<file path="src/rtl/ioport_pkg.sv">
package ioport_pkg;
   localparam int unsigned PORT_W = 8;
   typedef logic [PORT_W-1:0] port_byte_t;

   function automatic port_byte_t force_msb(input port_byte_t dir);
      return dir | {1'b1, {(PORT_W-1){1'b0}}};
   endfunction

   function automatic port_byte_t low_pullups();
      return {1'b0, {(PORT_W-1){1'b1}}};
   endfunction
endpackage

</file>
<file path="src/rtl/ioport_regs.sv">
module ioport_regs #(
   parameter int unsigned IDX_W  = 4,
   parameter int unsigned DATA_W = 8,
   localparam int unsigned NUM_REGS = 1 << IDX_W
) (
   input  logic                         clk,
   input  logic                         rst_n,
   input  logic                         wr_en,
   input  logic [IDX_W-1:0]             wr_idx,
   input  logic [DATA_W-1:0]            wr_data,
   output logic [NUM_REGS*DATA_W-1:0]   regs_o
);
   logic [DATA_W-1:0] mem [NUM_REGS];

   for (genvar i = 0; i < NUM_REGS; i++) begin : g_entry
      always_ff @(posedge clk) begin
         if (!rst_n)
            mem[i] <= '0;
         else if (wr_en && wr_idx == IDX_W'(i))
            mem[i] <= wr_data;
      end
      assign regs_o[i*DATA_W +: DATA_W] = mem[i];
   end

   AST_WRITE_LANDS: assert property (@(posedge clk) disable iff (!rst_n)
      wr_en |=> mem[$past(wr_idx)] == $past(wr_data));
   AST_IDLE_HOLDS: assert property (@(posedge clk) disable iff (!rst_n)
      !wr_en |=> $stable(regs_o));
endmodule

</file>
<file path="src/rtl/ioport_pin.sv">
module ioport_pin
   import ioport_pkg::*;
#(
   parameter int unsigned TH_BIT = 6
) (
   input  logic       clk,
   input  logic       rst_n,
   input  port_byte_t data_i,
   input  port_byte_t dir_i,
   input  port_byte_t dev_i,
   output port_byte_t drive_o,
   output port_byte_t read_o,
   output logic       th_o
);
   port_byte_t mask;

   always_comb begin
      mask    = force_msb(dir_i);
      drive_o = (data_i & mask) | (low_pullups() & ~mask);
      read_o  = (dev_i & ~mask) | (data_i & mask);
      th_o    = drive_o[TH_BIT];
   end

   AST_MSB_DRIVEN: assert property (@(posedge clk) disable iff (!rst_n)
      read_o[PORT_W-1] == data_i[PORT_W-1]);
   AST_PULLUP_HIGH: assert property (@(posedge clk) disable iff (!rst_n)
      ((drive_o | dir_i) & low_pullups()) == low_pullups());
   AST_INPUT_PASS: assert property (@(posedge clk) disable iff (!rst_n)
      ((read_o ^ dev_i) & ~dir_i & low_pullups()) == '0);
endmodule

</file>
<file path="src/rtl/ioport_th_edge.sv">
module ioport_th_edge #(
   parameter int unsigned NUM_PORTS  = 3,
   parameter int unsigned EDGE_PORTS = 2,
   parameter int unsigned IDX_W      = 4,
   parameter int unsigned DATA_W     = 8,
   parameter int unsigned TH_BIT     = 6
) (
   input  logic                  wr_en,
   input  logic [IDX_W-1:0]      wr_idx,
   input  logic [DATA_W-1:0]     wr_data,
   input  logic [EDGE_PORTS-1:0] old_th,
   output logic [NUM_PORTS-1:0]  rise_o
);
   for (genvar p = 0; p < NUM_PORTS; p++) begin : g_port
      if (p < EDGE_PORTS) begin : g_edge
         assign rise_o[p] = wr_en && (wr_idx == IDX_W'(p + 1))
                            && !old_th[p] && wr_data[TH_BIT];
      end else begin : g_none
         assign rise_o[p] = 1'b0;
      end
   end
endmodule

</file>
<file path="src/rtl/ioport_regfile.sv">
module ioport_regfile
   import ioport_pkg::*;
#(
   parameter int unsigned NUM_PORTS  = 3,
   parameter int unsigned EDGE_PORTS = 2,
   parameter int unsigned IDX_W      = 4,
   parameter int unsigned TH_BIT     = 6,
   parameter logic [7:0]  VERSION    = 8'hA5,
   localparam int unsigned ADDR_W   = IDX_W + 1,
   localparam int unsigned NUM_REGS = 1 << IDX_W,
   localparam int unsigned DIR_OFS  = NUM_PORTS
) (
   input  logic                     clk,
   input  logic                     rst_n,
   input  logic [ADDR_W-1:0]        bus_addr,
   input  logic                     bus_wr_en,
   input  logic [PORT_W-1:0]        bus_wdata,
   output logic [PORT_W-1:0]        bus_rdata,
   input  logic [NUM_PORTS*PORT_W-1:0] dev_in,
   output logic [NUM_PORTS*PORT_W-1:0] dev_drive,
   output logic [NUM_PORTS-1:0]     dev_th,
   output logic [NUM_PORTS-1:0]     th_rise
);
   initial begin
      assert (EDGE_PORTS <= NUM_PORTS) else $error("edge ports exceed ports");
      assert (2 * NUM_PORTS + 1 <= NUM_REGS) else $error("too few entries");
      assert (TH_BIT < PORT_W - 1) else $error("select bit out of range");
   end

   logic [IDX_W-1:0]               idx;
   logic                           unused_addr_lsb;
   logic [NUM_REGS*PORT_W-1:0]     regs;
   port_byte_t                     port_rd [NUM_PORTS];
   logic [EDGE_PORTS-1:0]          old_th;
   port_byte_t                     unused_entry0;

   assign idx             = bus_addr[ADDR_W-1:1];
   assign unused_addr_lsb = bus_addr[0];
   assign unused_entry0   = regs[PORT_W-1:0];

   ioport_regs #(.IDX_W(IDX_W), .DATA_W(PORT_W)) u_regs (
      .clk(clk), .rst_n(rst_n), .wr_en(bus_wr_en), .wr_idx(idx),
      .wr_data(bus_wdata), .regs_o(regs));

   for (genvar p = 0; p < NUM_PORTS; p++) begin : g_port
      ioport_pin #(.TH_BIT(TH_BIT)) u_pin (
         .clk(clk), .rst_n(rst_n),
         .data_i(regs[(p + 1) * PORT_W +: PORT_W]),
         .dir_i (regs[(p + 1 + DIR_OFS) * PORT_W +: PORT_W]),
         .dev_i (dev_in[p * PORT_W +: PORT_W]),
         .drive_o(dev_drive[p * PORT_W +: PORT_W]),
         .read_o(port_rd[p]),
         .th_o(dev_th[p]));
   end

   for (genvar p = 0; p < EDGE_PORTS; p++) begin : g_old
      assign old_th[p] = regs[(p + 1) * PORT_W + TH_BIT];
   end

   ioport_th_edge #(.NUM_PORTS(NUM_PORTS), .EDGE_PORTS(EDGE_PORTS),
      .IDX_W(IDX_W), .DATA_W(PORT_W), .TH_BIT(TH_BIT)) u_edge (
      .wr_en(bus_wr_en), .wr_idx(idx), .wr_data(bus_wdata),
      .old_th(old_th), .rise_o(th_rise));

   always_comb begin
      bus_rdata = regs[idx * PORT_W +: PORT_W];
      for (int p = 0; p < NUM_PORTS; p++)
         if (idx == IDX_W'(p + 1)) bus_rdata = port_rd[p];
      if (idx == '0) bus_rdata = VERSION;
   end

   for (genvar p = 0; p < NUM_PORTS; p++) begin : g_chk
      AST_RISE_THEN_HIGH: assert property (@(posedge clk) disable iff (!rst_n)
         th_rise[p] |=> dev_th[p]);
   end
   AST_VERSION_READ: assert property (@(posedge clk) disable iff (!rst_n)
      (idx == '0) |-> bus_rdata == VERSION);
   AST_LAST_PORT_NO_RISE: assert property (@(posedge clk) disable iff (!rst_n)
      !th_rise[NUM_PORTS-1]);
endmodule

</file>
<file path="config.mk">
export PLATFORM = sky130hd
export DESIGN_NAME = ioport_regfile
export DESIGN_NICKNAME = d
export VERILOG_FILES = /design/src/rtl/ioport_pkg.sv /design/src/rtl/ioport_regs.sv /design/src/rtl/ioport_pin.sv /design/src/rtl/ioport_th_edge.sv /design/src/rtl/ioport_regfile.sv
export SDC_FILE = /design/constraint.sdc
export NUM_CORES = 1
export LEC_CHECK = 0
export ABC_CLOCK_PERIOD_IN_PS = 2300
export BUFFER_PORTS_ARGS = -buffer_cell sky130_fd_sc_hd__clkbuf_2
export CAP_MARGIN = 20
export CORE_MARGIN = 2
export CORE_UTILIZATION = 59
export DETAILED_ROUTE_END_ITERATION = 10
export GPL_TIMING_DRIVEN = 0
export PLACE_DENSITY_LB_ADDON = 0.1
export SYNTH_ARGS = -nofsm -noshare
export SYNTH_HDL_FRONTEND = slang
export SYNTH_HIERARCHICAL = 1
export SYNTH_SLANG_ARGS = --single-unit
</file>
<file path="constraint.sdc">
create_clock -name clk -period 2.3 [get_ports clk]
set_input_delay 0.115 -clock clk [delete_from_list [all_inputs] [get_ports clk]]
set_output_delay 0.115 -clock clk [all_outputs]
set_load 0.02 [all_outputs]
</file>
==> metrics, run 1 <==
Via density=between 6 and 7; Max Used Layer=met4; Peak supply drop=0.000674 V; drt total wl=20.8 mm; WL/cell=roughly 26 microns; DRT iter0 DRCs=slightly above 800; Crit path required time=about 2.2 ns; cell area after synthesis=6790 sq um; worst min-delay path class=primary input to flip-flop; Placement Cell Area=7410 sq um; Mapped Cells=524; Post-Route M1 WL=just under 8 mm; nets@finish=between 600 and 700; largest net degree at the start of global routing=17; HPWL after DPL=~15 mm; layout filler cell count=835; antenna-violating nets left=0; pre-CTS setup slack=0.112 ns; first-pass GRT wire length=31.1 mm; clock-pin transition on the worst setup and hold timing paths=0.06 ns; end of the worst hold path=u_regs/mem[1][47]; CTS tree=yes; grt ovf=0; core area=between 10000 and 15000 sq um; hold path start=bus_wdata[7]; Hold Slack=0.235 ns; Num CTS Buffers=17; CP startpoint kind=flip-flop; Die Width=approximately 110 microns; starting density of the core=around 60%; PD cells=a little over 800 nW/um^2; CP arrival=about 2.1 ns; kind of critical path=flip-flop to output pin; Die Y=about 110 microns; Max FO, Critical Path=3; fmax=roughly 450 MHz; Finish-stage setup viols=0; Hold Buf Count CTS=0; layout cell share with drive strength beyond 1=a little over a third; Top Registers=u_regs/mem (127); Pre-antenna DRT Iters=7; final setup margin=~0.073 ns; hold path depth=3; outcome=finished clean; metal3 WL=~2.8 mm; max reg flops=approximately 130; root buf cell=clkbuf_16; vias in the first global route=between 5000 and 6000; net count after synthesis=approximately 560; leakage dissipation=between 2 and 3 nW; Slew Limit Fails=0; number of top-level pins=78; IO buf count=72; commonest non-fill, non-tap cell in the layout=edfxtp_1; clk buf depth=2; DR WL met2=9.49 mm; H-tree depth=4; Layout area overhead=19.1%; Worst-Margin Slew=approximately 1.0 ns; initial antenna violation count=1; Clock Sinks=approximately 130; diode count=0; synthesized area per cell=13.0 sq um; Post-route DRC=0; final instance area=8080 sq um; min Tclk post-route=about 2.2 ns; synth warn=6; gp weighted congestion=0.959; All-Layer GR Usage=between 30% and 40%; Via Count=between 5000 and 6000; Critical Path End Type=output pin; full die area=12400 sq um; slew margin rel.=31.3%; Reg with most FFs=u_regs/mem; Std-Cell Rows=39; final hold viol count=0; max_cap viols=0; period utilisation layout=a little over nine tenths; most frequent cells in the layout=127 x edfxtp_1, 92 x nor3_1, 72 x clkbuf_2
[layout make-up]
type / instances / area [sq um] / share of cell area [%]
buffer: 59 / 352 / 4.35
clock buffer: 18 / 429 / 5.31
clock inverter: 14 / 215 / 2.66
inverter: 13 / 48.8 / 0.604
multi-input combinational: 325 / 2580 / 31.9
sequential: 127 / 3810 / 47.2
tap: 143 / 179 / 2.21
timing repair buffer: 88 / 465 / 5.76
[worst max path at each step]
stage                            startpoint                end  slack (ns)  depth (start not counted)
after floorplan                 bus_addr[4]  u_regs/mem[0][10]        0.63                          3
after global placement          bus_addr[4]  u_regs/mem[0][43]       -0.20                          4
after detailed placement        bus_addr[4]   u_regs/mem[0][2]        0.11                          4
after CTS                 u_regs/mem[0][41]       bus_rdata[1]        0.02                          6
after global routing      u_regs/mem[0][41]       bus_rdata[1]       -0.02                          6
final                     u_regs/mem[0][53]       bus_rdata[5]        0.07                          6
[critical path, stage by stage (launching register included)]
cell      delay [ns]
edfxtp_1        0.45
mux2_4          0.33
mux2i_1         0.28
a221oi_1        0.13
a211oi_1        0.23
a21oi_1         0.10
clkbuf_2        0.18
[metrics by stage]
step	TNS (ns)	power (mW)	utilization [%]	cells
global route	-0.0187	6.66	71.4	787
floorplan	0	3.29	-	524
global placement	-2.83	3.58	64.7	739
CTS	0	6.49	71.1	783
finish	0	6.51	71.4	787
detailed placement	0	3.61	65.4	751
[report_power, final]
| group | leakage (nW) | switching (mW) | total (mW) | internal (mW) |
|---|---|---|---|---|
| Sequential | 1.22 | 0.0741 | 2.76 | 2.69 |
| Combinational | 1.34 | 0.521 | 0.828 | 0.307 |
| Clock | 0.312 | 0.994 | 2.92 | 1.92 |
[timing repair]
item,in CTS,in global routing
setup buffers,0,2
endpoints found under the setup margin,0,2
resized for setup,0,3
[routing by layer]
metal | GRT usage, % | vias to the layer above
li1 | - | 2214
met4 | 13.2 | 0
met3 | 9.46 | 69
met2 | 52.4 | 411
met1 | 48.1 | 2503
met5 | 0 | -
(Power assumes the default switching activity.)
==> run 2: changes to the inputs <==
--- a/config.mk
+++ b/config.mk
@@ -5,12 +5,13 @@
 export SDC_FILE = /design/constraint.sdc
 export NUM_CORES = 1
 export LEC_CHECK = 0
-export ABC_CLOCK_PERIOD_IN_PS = 2300
-export BUFFER_PORTS_ARGS = -buffer_cell sky130_fd_sc_hd__clkbuf_2
+export ABC_CLOCK_PERIOD_IN_PS = 2800
+export BUFFER_PORTS_ARGS = -buffer_cell sky130_fd_sc_hd__buf_2
 export CAP_MARGIN = 20
 export CORE_MARGIN = 2
-export CORE_UTILIZATION = 59
+export CORE_UTILIZATION = 63
 export DETAILED_ROUTE_END_ITERATION = 10
+export GPL_ROUTABILITY_DRIVEN = 1
 export GPL_TIMING_DRIVEN = 0
 export PLACE_DENSITY_LB_ADDON = 0.1
 export SYNTH_ARGS = -nofsm -noshare
==> constraint.sdc (replaced) <==
create_clock -name clk -period 2.8 [get_ports clk]
set_input_delay 0.14 -clock clk [delete_from_list [all_inputs] [get_ports clk]]
set_output_delay 0.14 -clock clk [all_outputs]
set_load 0.02 [all_outputs]
==> metrics, run 2 (synthesis gave the netlist of run 1 again) <==
Sequential Power Share=43.0% (was 42.4%); Pre-antenna DRT Iters=6 (was 7); Reg with most FFs=u_regs/mem (unchanged); Critical Path End Type=output pin (unchanged); Layout area overhead=18.6% (was 19.1%); Gate power share=12.9% (was 12.7%); Pint=3.99 mW (was 4.92 mW); outcome=finished clean (unchanged); leakage dissipation=2.83 nW (was 2.87 nW); Hold Buf Count CTS=0 (unchanged); met2 usage=56.4% (was 52.4%); gp weighted congestion=0.934 (was 0.959); CP cell instances=mux2_4 > nor3_1 > o22ai_1 > a2111oi_0 > a221oi_1 > buf_2 (was mux2_4 > mux2i_1 > a221oi_1 > a211oi_1 > a21oi_1 > clkbuf_2); CP arrival=2.36 ns (was 2.11 ns); final hold viol count=0 (unchanged); Num CTS Buffers=17 (unchanged); kind of critical path=flip-flop to output pin (unchanged); nets@finish=670 (was 671); Via Count=5279 (was 5197); gr busiest metal=met2 (unchanged); end of the worst hold path=u_regs/mem[1][31] (was u_regs/mem[1][47]); slew margin rel.=33.5% (was 31.3%); layout cell share with drive strength beyond 1=36.0% (about the same); initial antenna violation count=0 (was 1); Top Registers=u_regs/mem (127) (unchanged); CP Buf/Inv Count=1 (unchanged); Post-CTS Repair Setup Buffers=0 (unchanged); kind of cell adding the most delay to the critical path=compound AO/OA/AOI/OAI gates (was multiplexers); RSZ-0062 raised after global routing=no; Sw Share=24.5% (was 24.4%); clock-pin transition on the worst setup and hold timing paths=0.06 ns (about the same); Post-route DRC=0 (unchanged); Finish-stage setup viols=0 (unchanged); antenna-violating nets left=0 (unchanged); drt total wl=21.0 mm (was 20.8 mm); Crit-path slowest cell=edfxtp_1 (unchanged); Die Y=108 microns (was 111 microns); TNS Setup=0 ns (unchanged); hold path start=bus_wdata[7] (unchanged); worst min-delay path class=primary input to flip-flop (unchanged); PostCTS Resize Cnt=0 (unchanged); core area=10400 sq um (was 11300 sq um); CP startpoint kind=flip-flop (unchanged); DRT iter0 DRCs=825 (was 810); diode count=0 (unchanged); number of top-level pins=78 (unchanged); full die area=11600 sq um (was 12400 sq um); Peak supply drop=0.000581 V (was 0.000674 V); max reg flops=127 (unchanged); HPWL after DPL=14.7 mm (about the same); largest stage delay on the critical path=0.44 ns (was 0.45 ns); fin cells=778 (was 787); commonest non-fill, non-tap cell in the layout=edfxtp_1 (unchanged); multi-input logic area=2570 sq um (was 2580 sq um); period utilisation layout=89.1%; layout filler cell count=693 (was 835); first-pass GRT wire length=31.0 mm (was 31.1 mm); Worst-Margin Slew=0.991 ns (was 1.02 ns); CTS tree=yes (unchanged); clk buf depth=2 (unchanged); Slew Limit Fails=0 (unchanged); hold path depth=3 (unchanged); root buf cell=clkbuf_8 (was clkbuf_16); most frequent cells in the layout=127 x edfxtp_1, 92 x nor3_1, 87 x buf_2 (was 127 x edfxtp_1, 92 x nor3_1, 72 x clkbuf_2); cell count after placement=746 (was 751); fmax=roughly 400 MHz; max_cap viols=0 (unchanged); starting density of the core=65.2% (was 60.0%); IO buf count=72 (unchanged); P_sw=1.29 mW (was 1.59 mW); All-Layer GR Usage=38.1% (was 34.5%); GRT met3 Usage=10.8% (was 9.46%); Std-Cell Rows=37 (was 39); Die Width=108 microns (was 111 microns); grt ovf=0 (unchanged); met1 Use GR=54.3% (was 48.1%); total area of sequential cells=3810 sq um (unchanged); Crit path required time=2.66 ns (was 2.18 ns); vias in the first global route=5065 (was 5045); PD cells=656 nW/um^2 (was 805 nW/um^2); Via density=6.79 (was 6.60); WL/cell=27.0 microns (was 26.5 microns); H-tree depth=4 (unchanged); Max FO, Critical Path=3 (unchanged); clock share of power=44.1% (was 44.8%); min Tclk post-route=between 2 and 2.5 ns; largest net degree at the start of global routing=17 (unchanged); Clock Sinks=127 (unchanged)
## run 2: cell count changes in the layout (fill, tap and decap cells not counted), sizes merged
cell / delta
clkinvlp: +2
inv: -1
buf: +71
clkinv: -1
clkbuf: -73
## run 2: metal layers
metal	part of all wire [%]	wire (microns)
met1	38	7900
met4	3.8	791
met3	14	2850
met5	0	0
met2	45	9450
## run 2: worst max path at each step
stage               slack [ns]  cells after the start                 to         startpoint
CTS                       0.34                      6       bus_rdata[1]  u_regs/mem[0][41]
finish                    0.30                      6       bus_rdata[1]  u_regs/mem[0][41]
floorplan                 1.11                      3  u_regs/mem[0][10]        bus_addr[4]
global route              0.23                      6       bus_rdata[1]  u_regs/mem[0][41]
global placement          0.33                      4  u_regs/mem[0][41]        bus_addr[4]
detailed placement        0.59                      4   u_regs/mem[0][2]        bus_addr[4]
## run 2: cell type report
class	count	area share, %
Buffer	59	4.37
Clock buffer	17	5.14
Clock inverter	14	2.70
Inverter	13	0.606
Multi-Input combinational cell	325	32.0
Sequential cell	127	47.4
Tap cell	136	2.11
Timing Repair Buffer	87	5.72
## run 2: worst min-delay path, stage by stage
cell	delay [ns]
buf_2	0.07
inv_1	0.12
nor3_1	0.20
## run 2: power by group through the flow
stage          clock, mW  combinational, mW  sequential (mW)
4_1_cts             2.34              0.660             2.27
2_1_floorplan          0              0.422             2.28
6_report            2.33              0.679             2.27
3_3_place_gp           0              0.634             2.30
3_5_place_dp           0              0.654             2.30
5_1_grt             2.42              0.705             2.28
## run 2: per-stage QoR
stage	power (mW)	utilization [%]	setup slack [ns]	hold slack [ns]	area, sq um
5_1_grt	5.40	77.3	0.226	0.157	8050
4_1_cts	5.27	77.2	0.341	0.118	8050
2_1_floorplan	2.70	-	1.11	0.365	6790
3_5_place_dp	2.96	71.2	0.591	0.663	7410
3_3_place_gp	2.93	70.3	0.332	0.640	7320
6_report	5.28	77.3	0.305	0.137	8050
==> run 3: changes to the inputs <==
--- a/config.mk
+++ b/config.mk
@@ -13,7 +13,7 @@
 export DETAILED_ROUTE_END_ITERATION = 10
 export GPL_ROUTABILITY_DRIVEN = 1
 export GPL_TIMING_DRIVEN = 0
-export PLACE_DENSITY_LB_ADDON = 0.1
+export PLACE_DENSITY = 0.85
 export SYNTH_ARGS = -nofsm -noshare
 export SYNTH_HDL_FRONTEND = slang
 export SYNTH_HIERARCHICAL = 1
==> metrics, run 3 (synthesis gave the netlist of run 1 again) <==
Clock Sinks=127 (unchanged); Std-Cell Rows=37 (unchanged); Post-route DRC=0 (unchanged); TNS Setup=0 ns (unchanged); Critical Path End Type=output pin (unchanged); max_cap viols=0 (unchanged); PD cells=633 nW/um^2 (was 656 nW/um^2); full die area=11600 sq um (unchanged); Slew Limit Fails=0 (unchanged); Via density=7.00 (was 6.79); period utilisation layout=89.1% (about the same); Peak supply drop=0.000453 V (was 0.000581 V); Final Core Density=76.3% (was 77.3%); Via Count=5412 (was 5279); Num CTS Buffers=17 (unchanged); Hold Slack=0.122 ns (was 0.137 ns); Finish-stage setup viols=0 (unchanged); outcome=finished clean (unchanged); first-pass GRT wire length=31.7 mm (was 31.0 mm); Setup crit start=u_regs/mem[0][37] (was u_regs/mem[0][41]); Die Y=108 microns (unchanged); WP depth=6 (unchanged); Top Registers=u_regs/mem (127) (unchanged); kind of cell adding the most delay to the critical path=multiplexers (was compound AO/OA/AOI/OAI gates); clock-pin transition on the worst setup and hold timing paths=0.06 ns (about the same); worst min-delay path class=primary input to flip-flop (unchanged); slew margin rel.=22.3% (was 33.5%); core area=10400 sq um (unchanged); WL/cell=27.7 microns (was 27.0 microns); DRT iter0 DRCs=962 (was 825); kind of critical path=flip-flop to output pin (unchanged); Post-CTS Repair Setup Buffers=0 (unchanged); Max FO, Critical Path=3 (unchanged); Pre-antenna DRT Iters=7 (was 6); clk buf depth=2 (unchanged); CP startpoint kind=flip-flop (unchanged); HPWL after DPL=14.7 mm (about the same); vias in the first global route=5275 (was 5065); CP Buf/Inv Count=1 (unchanged); commonest non-fill, non-tap cell in the layout=edfxtp_1 (unchanged); grt ovf=0 (unchanged); final hold viol count=0 (unchanged); CTS tree=yes (unchanged); min Tclk post-route=2.49 ns (was 2.50 ns); CP Capture Point=bus_rdata[5] (was bus_rdata[1]); root buf cell=clkbuf_8 (unchanged); CP arrival=2.35 ns (was 2.36 ns); leakage dissipation=2.78 nW (was 2.83 nW); antenna-violating nets left=0 (unchanged); IO buf count=72 (unchanged); PostCTS Resize Cnt=0 (unchanged); Die Width=108 microns (unchanged); drt total wl=21.4 mm (was 21.0 mm); diode count=0 (unchanged); Crit path required time=2.66 ns (about the same); H-tree depth=4 (unchanged); CP cell instances=mux2_4 > mux2i_1 > a221oi_1 > a211oi_1 > a21oi_1 > buf_2 (was mux2_4 > nor3_1 > o22ai_1 > a2111oi_0 > a221oi_1 > buf_2); Hold Buf Count CTS=0 (unchanged); Layout area overhead=17.1% (was 18.6%); fmax=401 MHz (about the same); Overall Power=5.03 mW (was 5.28 mW); Reg with most FFs=u_regs/mem (unchanged); gp weighted congestion=0.995 (was 0.934); All-Layer GR Usage=38.5% (was 38.1%); max reg flops=127 (unchanged); RSZ-0062 raised after global routing=no (unchanged); initial antenna violation count=1 (was 0); starting density of the core=65.2% (unchanged); number of top-level pins=78 (unchanged); most frequent cells in the layout=127 x edfxtp_1, 92 x nor3_1, 85 x buf_2 (was 127 x edfxtp_1, 92 x nor3_1, 87 x buf_2); largest stage delay on the critical path=0.45 ns (was 0.44 ns); largest net degree at the start of global routing=17 (unchanged); layout filler cell count=631 (was 693); Crit-path slowest cell=edfxtp_1 (unchanged); layout cell share with drive strength beyond 1=34.5% (was 36.0%); nets@finish=667 (was 670); Worst-Margin Slew=1.16 ns (was 0.991 ns)
[run 3: final cells by class]
cell class | instances | area, sq um | area share [%]
Buffer | 59 | 352 | 4.43
Clock buffer | 19 | 422 | 5.31
Clock inverter | 10 | 123 | 1.54
Inverter | 13 | 48.8 | 0.614
Multi-Input combinational cell | 325 | 2570 | 32.4
Sequential cell | 127 | 3810 | 48.0
Tap cell | 136 | 170 | 2.14
Timing Repair Buffer | 84 | 443 | 5.57
[run 3: through the flow]
stage	cell area, sq um	instances	setup WS (ns)
6_report	7950	773	0.306
5_1_grt	7950	773	0.245
4_1_cts	7940	772	0.385
3_5_place_dp	7400	743	0.627
3_3_place_gp	7320	732	0.371
2_1_floorplan	6790	524	1.11
[run 3: worst min-delay path by stage]
stage,from,endpoint,cells past startpoint
after global placement,bus_wdata[7],u_regs/mem[1][23],3
final,bus_wdata[5],u_regs/mem[0][45],3
after CTS,bus_wdata[5],u_regs/mem[0][45],3
after global routing,bus_wdata[5],u_regs/mem[0][45],3
after detailed placement,bus_wdata[5],u_regs/mem[0][45],3
after floorplan,bus_addr[1],th_rise[1],1
[run 3: power by group]
group	internal, mW	total [mW]	switching (mW)
combinational	0.250	0.683	0.433
clock	1.32	2.08	0.757
sequential	2.21	2.27	0.0593
[run 3: metal layers]
layer | wire length [microns] | part of all wire [%] | vias to the layer above | track usage [%]
met5 | 13 | 0.061 | - | 0
met4 | 1190 | 5.6 | 2 | 16.1
met3 | 3250 | 15 | 142 | 12.0
met2 | 9590 | 45 | 548 | 58.6
met1 | 7330 | 34 | 2515 | 51.6
li1 | - | - | 2205 | -
